### config.mk
export PLATFORM = sky130hd
export DESIGN_NAME = ptr_xchg_unit
export DESIGN_NICKNAME = d
export VERILOG_FILES = /design/src/rtl/ptr_xchg_pkg.sv /design/src/rtl/ptr_xchg_ctrl.sv /design/src/rtl/ptr_xchg_dp.sv /design/src/rtl/ptr_xchg_unit.sv
export SDC_FILE = /design/constraint.sdc
export NUM_CORES = 1
export LEC_CHECK = 0
export ABC_CLOCK_PERIOD_IN_PS = 2250
export BUFFER_PORTS_ARGS = -buffer_cell sky130_fd_sc_hd__buf_2
export CAP_MARGIN = 20
export CELL_PAD_IN_SITES_DETAIL_PLACEMENT = 0
export CELL_PAD_IN_SITES_GLOBAL_PLACEMENT = 1
export CORE_MARGIN = 2
export CORE_UTILIZATION = 40
export DETAILED_ROUTE_END_ITERATION = 7
export PLACE_DENSITY_LB_ADDON = 0.1
export SLEW_MARGIN = 30
export SYNTH_ARGS = -nofsm -noshare
export SYNTH_HDL_FRONTEND = slang
export SYNTH_SLANG_ARGS = --single-unit
export TNS_END_PERCENT = 5
### constraint.sdc
create_clock -name clk -period 2.25 [get_ports clk]
set_clock_uncertainty 0.05 [all_clocks]
set_input_delay 0.1125 -clock clk [delete_from_list [all_inputs] [get_ports clk]]
set_output_delay 0.1125 -clock clk [all_outputs]
set_load 0.1 [all_outputs]
### src/rtl/ptr_xchg_pkg.sv
package ptr_xchg_pkg;
  localparam int DATA_W = 4;
  localparam int A_CNT  = 4;
  localparam int HL_CNT = 2;

  typedef enum logic [3:0] {
    OP_NOP    = 4'd0,
    OP_LOADZ  = 4'd1,
    OP_LOADH  = 4'd2,
    OP_INC    = 4'd3,
    OP_DEC    = 4'd4,
    OP_SWAPA  = 4'd5,
    OP_SWAPH  = 4'd6,
    OP_SWAPL  = 4'd7,
    OP_SWAPAH = 4'd8,
    OP_AC2L   = 4'd9,
    OP_L2AC   = 4'd10
  } op_e;

  typedef enum logic [1:0] {AC_HOLD, AC_FROM_A, AC_FROM_DPH, AC_FROM_DPL} ac_src_e;
  typedef enum logic [2:0] {DH_HOLD, DH_ZERO, DH_IMM, DH_FROM_AC, DH_FROM_H} dph_src_e;
  typedef enum logic [2:0] {DL_HOLD, DL_IMM, DL_INC, DL_DEC, DL_FROM_AC, DL_FROM_L} dpl_src_e;

  typedef struct packed {
    ac_src_e  acSrc;
    dph_src_e dphSrc;
    dpl_src_e dplSrc;
    logic     aWr;
    logic     hWr;
    logic     lWr;
    logic     zfWr;
  } strobe_t;
endpackage

### src/rtl/ptr_xchg_ctrl.sv
module ptr_xchg_ctrl
  import ptr_xchg_pkg::*;
(
  input  logic [3:0] opCode,
  output strobe_t    st
);
  always_comb begin
    st = '{acSrc: AC_HOLD, dphSrc: DH_HOLD, dplSrc: DL_HOLD,
           aWr: 1'b0, hWr: 1'b0, lWr: 1'b0, zfWr: 1'b0};
    case (opCode)
      OP_LOADZ:  begin st.dphSrc = DH_ZERO; st.dplSrc = DL_IMM; end
      OP_LOADH:  st.dphSrc = DH_IMM;
      OP_INC:    begin st.dplSrc = DL_INC; st.zfWr = 1'b1; end
      OP_DEC:    begin st.dplSrc = DL_DEC; st.zfWr = 1'b1; end
      OP_SWAPA:  begin st.acSrc = AC_FROM_A; st.aWr = 1'b1; end
      OP_SWAPH:  begin st.dphSrc = DH_FROM_H; st.hWr = 1'b1; end
      OP_SWAPL:  begin st.dplSrc = DL_FROM_L; st.lWr = 1'b1; end
      OP_SWAPAH: begin st.acSrc = AC_FROM_DPH; st.dphSrc = DH_FROM_AC; end
      OP_AC2L:   st.dplSrc = DL_FROM_AC;
      OP_L2AC:   st.acSrc = AC_FROM_DPL;
      default:   ;
    endcase
  end

  // codes outside the defined set must produce no write strobe
  always_comb begin
    if (opCode > 4'd10)
      a_r12_idle_strobes: assert (st.acSrc == AC_HOLD && st.dphSrc == DH_HOLD &&
                                  st.dplSrc == DL_HOLD && !st.aWr && !st.hWr &&
                                  !st.lWr && !st.zfWr);
  end
endmodule

### src/rtl/ptr_xchg_dp.sv
module ptr_xchg_dp
  import ptr_xchg_pkg::*;
#(
  parameter int DW  = DATA_W,
  parameter int NA  = A_CNT,
  parameter int NHL = HL_CNT
) (
  input  logic              clk,
  input  logic              rstN,
  input  strobe_t           st,
  input  logic [1:0]        regSel,
  input  logic [DW-1:0]     immData,
  output logic [DW-1:0]     ac,
  output logic [DW-1:0]     dph,
  output logic [DW-1:0]     dpl,
  output logic [NA*DW-1:0]  aFlat,
  output logic [NHL*DW-1:0] hFlat,
  output logic [NHL*DW-1:0] lFlat,
  output logic              zf
);
  localparam int ASW = (NA > 1) ? $clog2(NA) : 1;
  localparam int HSW = (NHL > 1) ? $clog2(NHL) : 1;
  localparam logic [DW-1:0] ONE = DW'(1);

  logic [DW-1:0] aReg [NA];
  logic [DW-1:0] hReg [NHL];
  logic [DW-1:0] lReg [NHL];
  logic [ASW-1:0] aIdx;
  logic [HSW-1:0] hlIdx;
  logic [DW-1:0] aPick, hPick, lPick;
  logic [DW-1:0] acNext, dphNext, dplNext;

  assign aIdx  = regSel[ASW-1:0];
  assign hlIdx = regSel[HSW-1:0];
  assign aPick = aReg[aIdx];
  assign hPick = hReg[hlIdx];
  assign lPick = lReg[hlIdx];

  always_comb begin
    case (st.acSrc)
      AC_FROM_A:   acNext = aPick;
      AC_FROM_DPH: acNext = dph;
      AC_FROM_DPL: acNext = dpl;
      default:     acNext = ac;
    endcase
    case (st.dphSrc)
      DH_ZERO:    dphNext = '0;
      DH_IMM:     dphNext = immData;
      DH_FROM_AC: dphNext = ac;
      DH_FROM_H:  dphNext = hPick;
      default:    dphNext = dph;
    endcase
    case (st.dplSrc)
      DL_IMM:     dplNext = immData;
      DL_INC:     dplNext = dpl + ONE;
      DL_DEC:     dplNext = dpl - ONE;
      DL_FROM_AC: dplNext = ac;
      DL_FROM_L:  dplNext = lPick;
      default:    dplNext = dpl;
    endcase
  end

  always_ff @(posedge clk or negedge rstN) begin
    if (!rstN) begin
      ac  <= '0;
      dph <= '0;
      dpl <= '0;
      zf  <= 1'b0;
    end else begin
      ac  <= acNext;
      dph <= dphNext;
      dpl <= dplNext;
      if (st.zfWr) zf <= (dplNext == '0);
    end
  end

  for (genvar i = 0; i < NA; i++) begin : g_aBank
    always_ff @(posedge clk or negedge rstN) begin
      if (!rstN) aReg[i] <= '0;
      else if (st.aWr && aIdx == ASW'(i)) aReg[i] <= ac;
    end
    assign aFlat[i*DW +: DW] = aReg[i];
  end

  for (genvar i = 0; i < NHL; i++) begin : g_hlBank
    always_ff @(posedge clk or negedge rstN) begin
      if (!rstN) begin
        hReg[i] <= '0;
        lReg[i] <= '0;
      end else begin
        if (st.hWr && hlIdx == HSW'(i)) hReg[i] <= dph;
        if (st.lWr && hlIdx == HSW'(i)) lReg[i] <= dpl;
      end
    end
    assign hFlat[i*DW +: DW] = hReg[i];
    assign lFlat[i*DW +: DW] = lReg[i];
  end

  // flag moves only under an increment or decrement strobe
  a_r11_flag_hold: assert property (@(posedge clk) disable iff (!rstN)
    !st.zfWr |=> $stable(zf));
  // accumulator swap lands both halves on the same edge
  a_r6_swap_both: assert property (@(posedge clk) disable iff (!rstN)
    st.aWr |=> (ac == $past(aPick)) && (aReg[$past(aIdx)] == $past(ac)));
endmodule

### src/rtl/ptr_xchg_unit.sv
module ptr_xchg_unit
  import ptr_xchg_pkg::*;
(
  input  logic                 clk,
  input  logic                 rstN,
  input  logic [3:0]           opCode,
  input  logic [1:0]           regSel,
  input  logic [DATA_W-1:0]    immData,
  output logic [DATA_W-1:0]    acOut,
  output logic [DATA_W-1:0]    dphOut,
  output logic [DATA_W-1:0]    dplOut,
  output logic [A_CNT*DATA_W-1:0]  aRegs,
  output logic [HL_CNT*DATA_W-1:0] hRegs,
  output logic [HL_CNT*DATA_W-1:0] lRegs,
  output logic                 zeroFlag
);
  strobe_t st;

  ptr_xchg_ctrl u_ctrl (.opCode(opCode), .st(st));

  ptr_xchg_dp #(.DW(DATA_W), .NA(A_CNT), .NHL(HL_CNT)) u_dp (
    .clk(clk), .rstN(rstN), .st(st), .regSel(regSel), .immData(immData),
    .ac(acOut), .dph(dphOut), .dpl(dplOut),
    .aFlat(aRegs), .hFlat(hRegs), .lFlat(lRegs), .zf(zeroFlag)
  );

  a_r2_load_zero: assert property (@(posedge clk) disable iff (!rstN)
    opCode == OP_LOADZ |=> dphOut == '0 && dplOut == $past(immData));
  a_r3_load_high: assert property (@(posedge clk) disable iff (!rstN)
    opCode == OP_LOADH |=> dphOut == $past(immData) && $stable(dplOut));
  a_r4_increment: assert property (@(posedge clk) disable iff (!rstN)
    opCode == OP_INC |=> dplOut == DATA_W'($past(dplOut) + 1) && zeroFlag == (dplOut == '0));
  a_r5_decrement: assert property (@(posedge clk) disable iff (!rstN)
    opCode == OP_DEC |=> dplOut == DATA_W'($past(dplOut) - 1) && zeroFlag == (dplOut == '0));
  a_r9_swap_ac_dph: assert property (@(posedge clk) disable iff (!rstN)
    opCode == OP_SWAPAH |=> acOut == $past(dphOut) && dphOut == $past(acOut));
  a_r12_no_effect: assert property (@(posedge clk) disable iff (!rstN)
    (opCode == OP_NOP || opCode > 4'd10) |=> $stable(acOut) && $stable(dphOut) &&
      $stable(dplOut) && $stable(aRegs) && $stable(hRegs) && $stable(lRegs) && $stable(zeroFlag));
endmodule

Word-level counts from Yosys, hierarchy flattened:

Cells that the tools add are included.

* flip-flop bits (word level): 45
* input port bits: 12
* logic and storage cells: 76

* add/subtract/negate cells: 2
* magnitude comparators: 2
* eq/ne operators: 25
* mux-type cells: 19
* bitwise logic cells: 3
* reductions and logical operators: 13

Operator list (number)
* two-way mux 4 bit: 8
* case mux 4 bit (5 select lines): 1
* == test 4 x 3 -> 1 bit, second input constant: 4
* case mux 4 bit (4 select lines): 1
* case mux 3 bit (5 select lines): 1
* == test 3 x 2 -> 1 bit, second input constant: 4
* == test 4 bit, second input constant: 3
* case mux 3 bit (4 select lines): 1
* case mux 4 bit (3 select lines): 1
* == test 3 bit, second input constant: 3
* binary-select mux 4 bit (select 2 bit): 1
* == test 2 bit, second input constant: 4
* == test 4 x 2 -> 1 bit, second input constant: 2
* logical AND 1 bit: 8
* == test 3 x 1 -> 1 bit, second input constant: 2
* case mux 2 bit (3 select lines): 1
* adder 4 x 1 -> 4 bit, second input constant: 1
* == test 2 x 1 -> 1 bit, second input constant: 2
* == test 4 x 1 -> 1 bit, second input constant: 1
* logical NOT 4 bit: 1
* two-way mux 1 bit: 4
* nonzero test 4 bit: 1
* subtractor 4 x 1 -> 4 bit, second input constant: 1
* greater-or-equal comparator 3 bit, second input constant: 1
* other kinds (7): 7

Logic depth before layout (Yosys ltp):

* depth after elaboration: 6
* depth in mapped cells: 8

Hierarchy:

Synthesis repeated with hierarchy kept, for this count alone.

* cell total of the unflattened synthesis: 224
* area total of the unflattened synthesis: 2553.7 µm²

Modules (own cells, without submodules)
* ptr_xchg_dp: instances 1, cells each 198, area each 2369.8 µm², seq. area each 1126.1 µm²
* ptr_xchg_ctrl: instances 1, cells each 26, area each 183.9 µm², seq. area each 0.0 µm²

Worst setup path after synthesis:

No wires, ideal clock.

* path kind: flip-flop to flip-flop
* from: reg u_dp.dpl[1]
* to: reg u_dp.zf
* arrival: 2.298 ns
* slack: -0.202 ns
* cell stages (with the launch flop): 7
* clock period less this slack: 2.452 ns
* path through: dfrtp_1 > ha_1 > a21o_2 > a21oi_1 > xnor2_1 > o221ai_1 > o41ai_2

* word-level cells in the longest chain between the ends: 3

Ends and longest elaborated chain
* from (decl): RTL line ptr_xchg_dp.sv:15 `output logic [DW-1:0] dpl,`
* from (signal assigned): RTL line ptr_xchg_dp.sv:72 `dpl <= dplNext;`
* subtractor 4 x 1 -> 4 bit / adder 4 x 1 -> 4 bit (equally long branches): RTL line ptr_xchg_dp.sv:56, ptr_xchg_dp.sv:55
* case mux 4 bit (5 select lines) (*): RTL line ptr_xchg_dp.sv:53 `case (st.dplSrc)`
* via u_dp.dplNext[3]: RTL line ptr_xchg_dp.sv:31 `logic [DW-1:0] acNext, dphNext, dplNext;`
* logical NOT 4 bit (*): RTL line ptr_xchg_dp.sv:73 `if (st.zfWr) zf <= (dplNext == '0);`
* to (signal assigned): RTL line ptr_xchg_dp.sv:73
* to (decl): RTL line ptr_xchg_dp.sv:19 `output logic zf`

Mark *: on every way through the listed nets, which the timed path passes. The rest lies on a longest branch.
A chain may end at the register's enable or synchronous reset.

Worst setup path in the final report:

Ends and elaborated chain as after synthesis.

==> flow_metrics.env <==
export IMPL_setup_viol_count_final=0
export IMPL_cts_path_max_buffers=2
export IMPL_worst_slew_pin_slew_ns=0.586
export IMPL_cts_buffers=5
export IMPL_drt_initial_drc_count=106
export IMPL_ys_ff_latch=45
export IMPL_gp_congestion=0.745
export IMPL_synth_edf_count=0
export IMPL_ant_nets=0
export IMPL_wl_per_cell_um=17.1
export IMPL_cap_violations=0
export IMPL_core_area_mm2=0.00557
export IMPL_die_w_um=80.3
export IMPL_clockRootBuffer="clkbuf_8"
export IMPL_row_count=27
export IMPL_path_class="reg2reg"
export IMPL_regArea_mm2=0.00113
export IMPL_grt_overflow=0
export IMPL_drv_slew=0
export IMPL_synth_area_top_cells="dfrtp_1 (48%), mux2_2 (7.3%), mux2_1 (4.8%), mux4_2 (3.9%), nand2_1 (3.4%)"
export IMPL_rsz0062_at_grt="no"
export IMPL_drive_gt1_frac=0.382
export IMPL_nFillCells=520
export IMPL_synth_top_area_share=0.484
export IMPL_ys_flop_type="dfrtp_1"
export IMPL_syn_to_final_growth_pct=21.0
export IMPL_clk_latency_ns=0.30
export IMPL_async_flop_share=1.00
export IMPL_power_density_mw_per_mm2=1400
export IMPL_synthesis_area_mm2=0.00233
export IMPL_tns_ns=0
export IMPL_antenna_found_initial=0
export IMPL_grt_max_degree=46
export IMPL_ys_types=41
export IMPL_synthesis_nets=212
export IMPL_avgSynthCellArea_um2=11.8
export IMPL_drcViolationCount=0
export IMPL_cts_tree="built"
export IMPL_power_leakage_nw=1.38
export IMPL_die_h_um=80.3
export IMPL_wl_mm=5.70
export IMPL_max_vdd_ir_drop_mv=0.797
export IMPL_ys_seq_area_frac=0.484
export IMPL_viasPerCell=5.39
export IMPL_fmax_mhz=515
export IMPL_arrival_ns=2.09
export IMPL_multiInputGateArea_mm2=0.00113
export IMPL_synth_area_leader_cell="dfrtp_1"
export IMPL_clock_sinks=45
export IMPL_yosysWarnings=0
export IMPL_reg2reg_slack_ns=0.31
export IMPL_post_route_period_util=0.863
export IMPL_hpwl_mm=4.12
export IMPL_initial_core_util=0.418
export IMPL_worstHoldPathType="in2reg"
export IMPL_status="finished, final reports clean"
export IMPL_path_clk_slew_ns=0.09
export IMPL_critPathCaptureType="flip-flop"
export IMPL_n_antenna_cell=0
export IMPL_required_ns=2.39
export IMPL_final_hold_viol_count=0
export IMPL_min_period_ns=1.94
export IMPL_dr_total_vias=1800
export IMPL_cp_max_fo=7
export IMPL_cts_setup_buffers=0
export IMPL_grt_pass1_vias=1792
export IMPL_start_kind="flip-flop"
export IMPL_p_total_mw=3.95
export IMPL_relSlewSlack=0.608
export IMPL_nets=277
export IMPL_postSynthCellCount=197
export IMPL_dieArea_mm2=0.00645
export IMPL_cts_max_level=2
export IMPL_portBuffers=56
export IMPL_drt_first_pass_iters=4
export IMPL_track_usage=0.193
export IMPL_ios=57
export IMPL_grt_pass1_wl_mm=9.32
[layout make-up]
class,count,area share
repair buffers,66,0.127
inverters,5,0.00666
clock buffers,6,0.0293
clock inverters,1,0.00266
flip-flops and latches,45,0.400
well taps,72,0.0320
multi-input cells,139,0.402
[flip-flops by register name (all words and copies together) (netlist names)]
name / count
u_dp.zf: 1
u_dp.dpl: 4
u_dp.hFlat: 8
u_dp.dph: 4
u_dp.aFlat: 16
u_dp.ac: 4
u_dp.lFlat: 8
[kinds of logic (layout without fill, tap and decap cells)]
| group | count (synthesis) | after routing | synth area share |
|---|---|---|---|
| compound gates | 43 | 43 | 0.137 |
| buf+inv | 13 | 78 | 0.0296 |
| simple gates | 53 | 53 | 0.126 |
| xor+xnor | 4 | 4 | 0.0150 |
| mux | 36 | 36 | 0.190 |
| flops | 45 | 45 | 0.484 |
| fa+ha+maj | 3 | 3 | 0.0193 |
[cells in the mapped netlist, types with 2 or more instances]
library cell and instances:
ha_1 2, o21ai_0 4, xnor2_1 4, buf_2 4
nor3b_2 2, nand2b_1 3, dfrtp_1 45, nor2_1 8
a21oi_1 10, nand3b_1 3, o211ai_1 2, mux2_2 15
mux2_1 10, o21a_1 3, nor2b_1 7, mux4_2 4
o21ai_1 3, clkbuf_1 2, a22o_1 4, a211oi_1 4
buf_6 2, nand3_1 3, nand2_1 21, inv_1 5
mux2i_1 7, a221o_1 4, a221oi_1 2
[worst paths after layout]
| check | start | to | depth (start not counted) |
|---|---|---|---|
| setup reg to reg | u_dp.dpl[1] | u_dp.zf | 6 |
| min in group asynchronous | rstN | u_dp.dph[2] | 3 |
| max in group asynchronous | rstN | u_dp.dpl[1] | 3 |
| setup / recovery | u_dp.dpl[1] | u_dp.zf | 6 |
| hold / removal | immData[0] | u_dp.dph[0] | 5 |
| hold reg to reg | u_dp.zf | u_dp.zf | 2 |
[worst max-delay path: stages (launching register included)]
cell      delay (ns)
dfrtp_2         0.48
ha_1            0.31
a21o_2          0.20
a21oi_1         0.17
xnor2_1         0.14
o221ai_1        0.17
o41ai_2         0.32
[placed cells by master (no fill, tap or decap), types with 5 or more instances in the layout]
cell	netlist	layout
mux2i_1	7	7
mux2_2	15	15
dfrtp_1	45	44
clkbuf_8	0	6
inv_1	5	5
nor2b_1	7	7
a21oi_1	10	10
mux2_1	10	10
nand2_1	21	21
nor2_1	8	8
buf_2	4	56
buf_4	0	9
[stage by stage]
| stage | instance area, um2 | std cells | worst slack [ns] | util | hold WS (ns) |
|---|---|---|---|---|---|
| after CTS | 2820 | 334 | 0.288 | 0.505 | 0.266 |
| after floorplan | 2330 | 197 | 0.0214 | - | -0.233 |
| after global placement | 2720 | 326 | 0.292 | 0.488 | 0.188 |
| final | 2820 | 334 | 0.307 | 0.505 | 0.265 |
| after global routing | 2820 | 334 | 0.166 | 0.505 | 0.302 |
| after detailed placement | 2720 | 326 | 0.253 | 0.488 | 0.189 |
[what timing repair did]
action	in CTS	in global routing
resized for setup	0	0
hold buffers	1	0
endpoints found under the setup margin	0	0
endpoints found under the hold margin	45	0
[power breakdown]
part / internal, mW / total [mW] / switching (mW) / leakage [nW]
logic: 0.387 / 2.23 / 1.84 / 0.760
registers: 1.02 / 1.22 / 0.201 / 0.575
clock network: 0.243 / 0.510 / 0.267 / 0.0433
total: 1.65 / 3.95 / 2.31 / 1.38
[per-layer routing]
metal	wire, um	vias up	track usage
met3	253	8	0.0404
met1	2830	887	0.280
met5	0	-	0
met2	2540	47	0.293
met4	86	0	0.0525
li1	-	858	-
(Power assumes the default switching activity.)
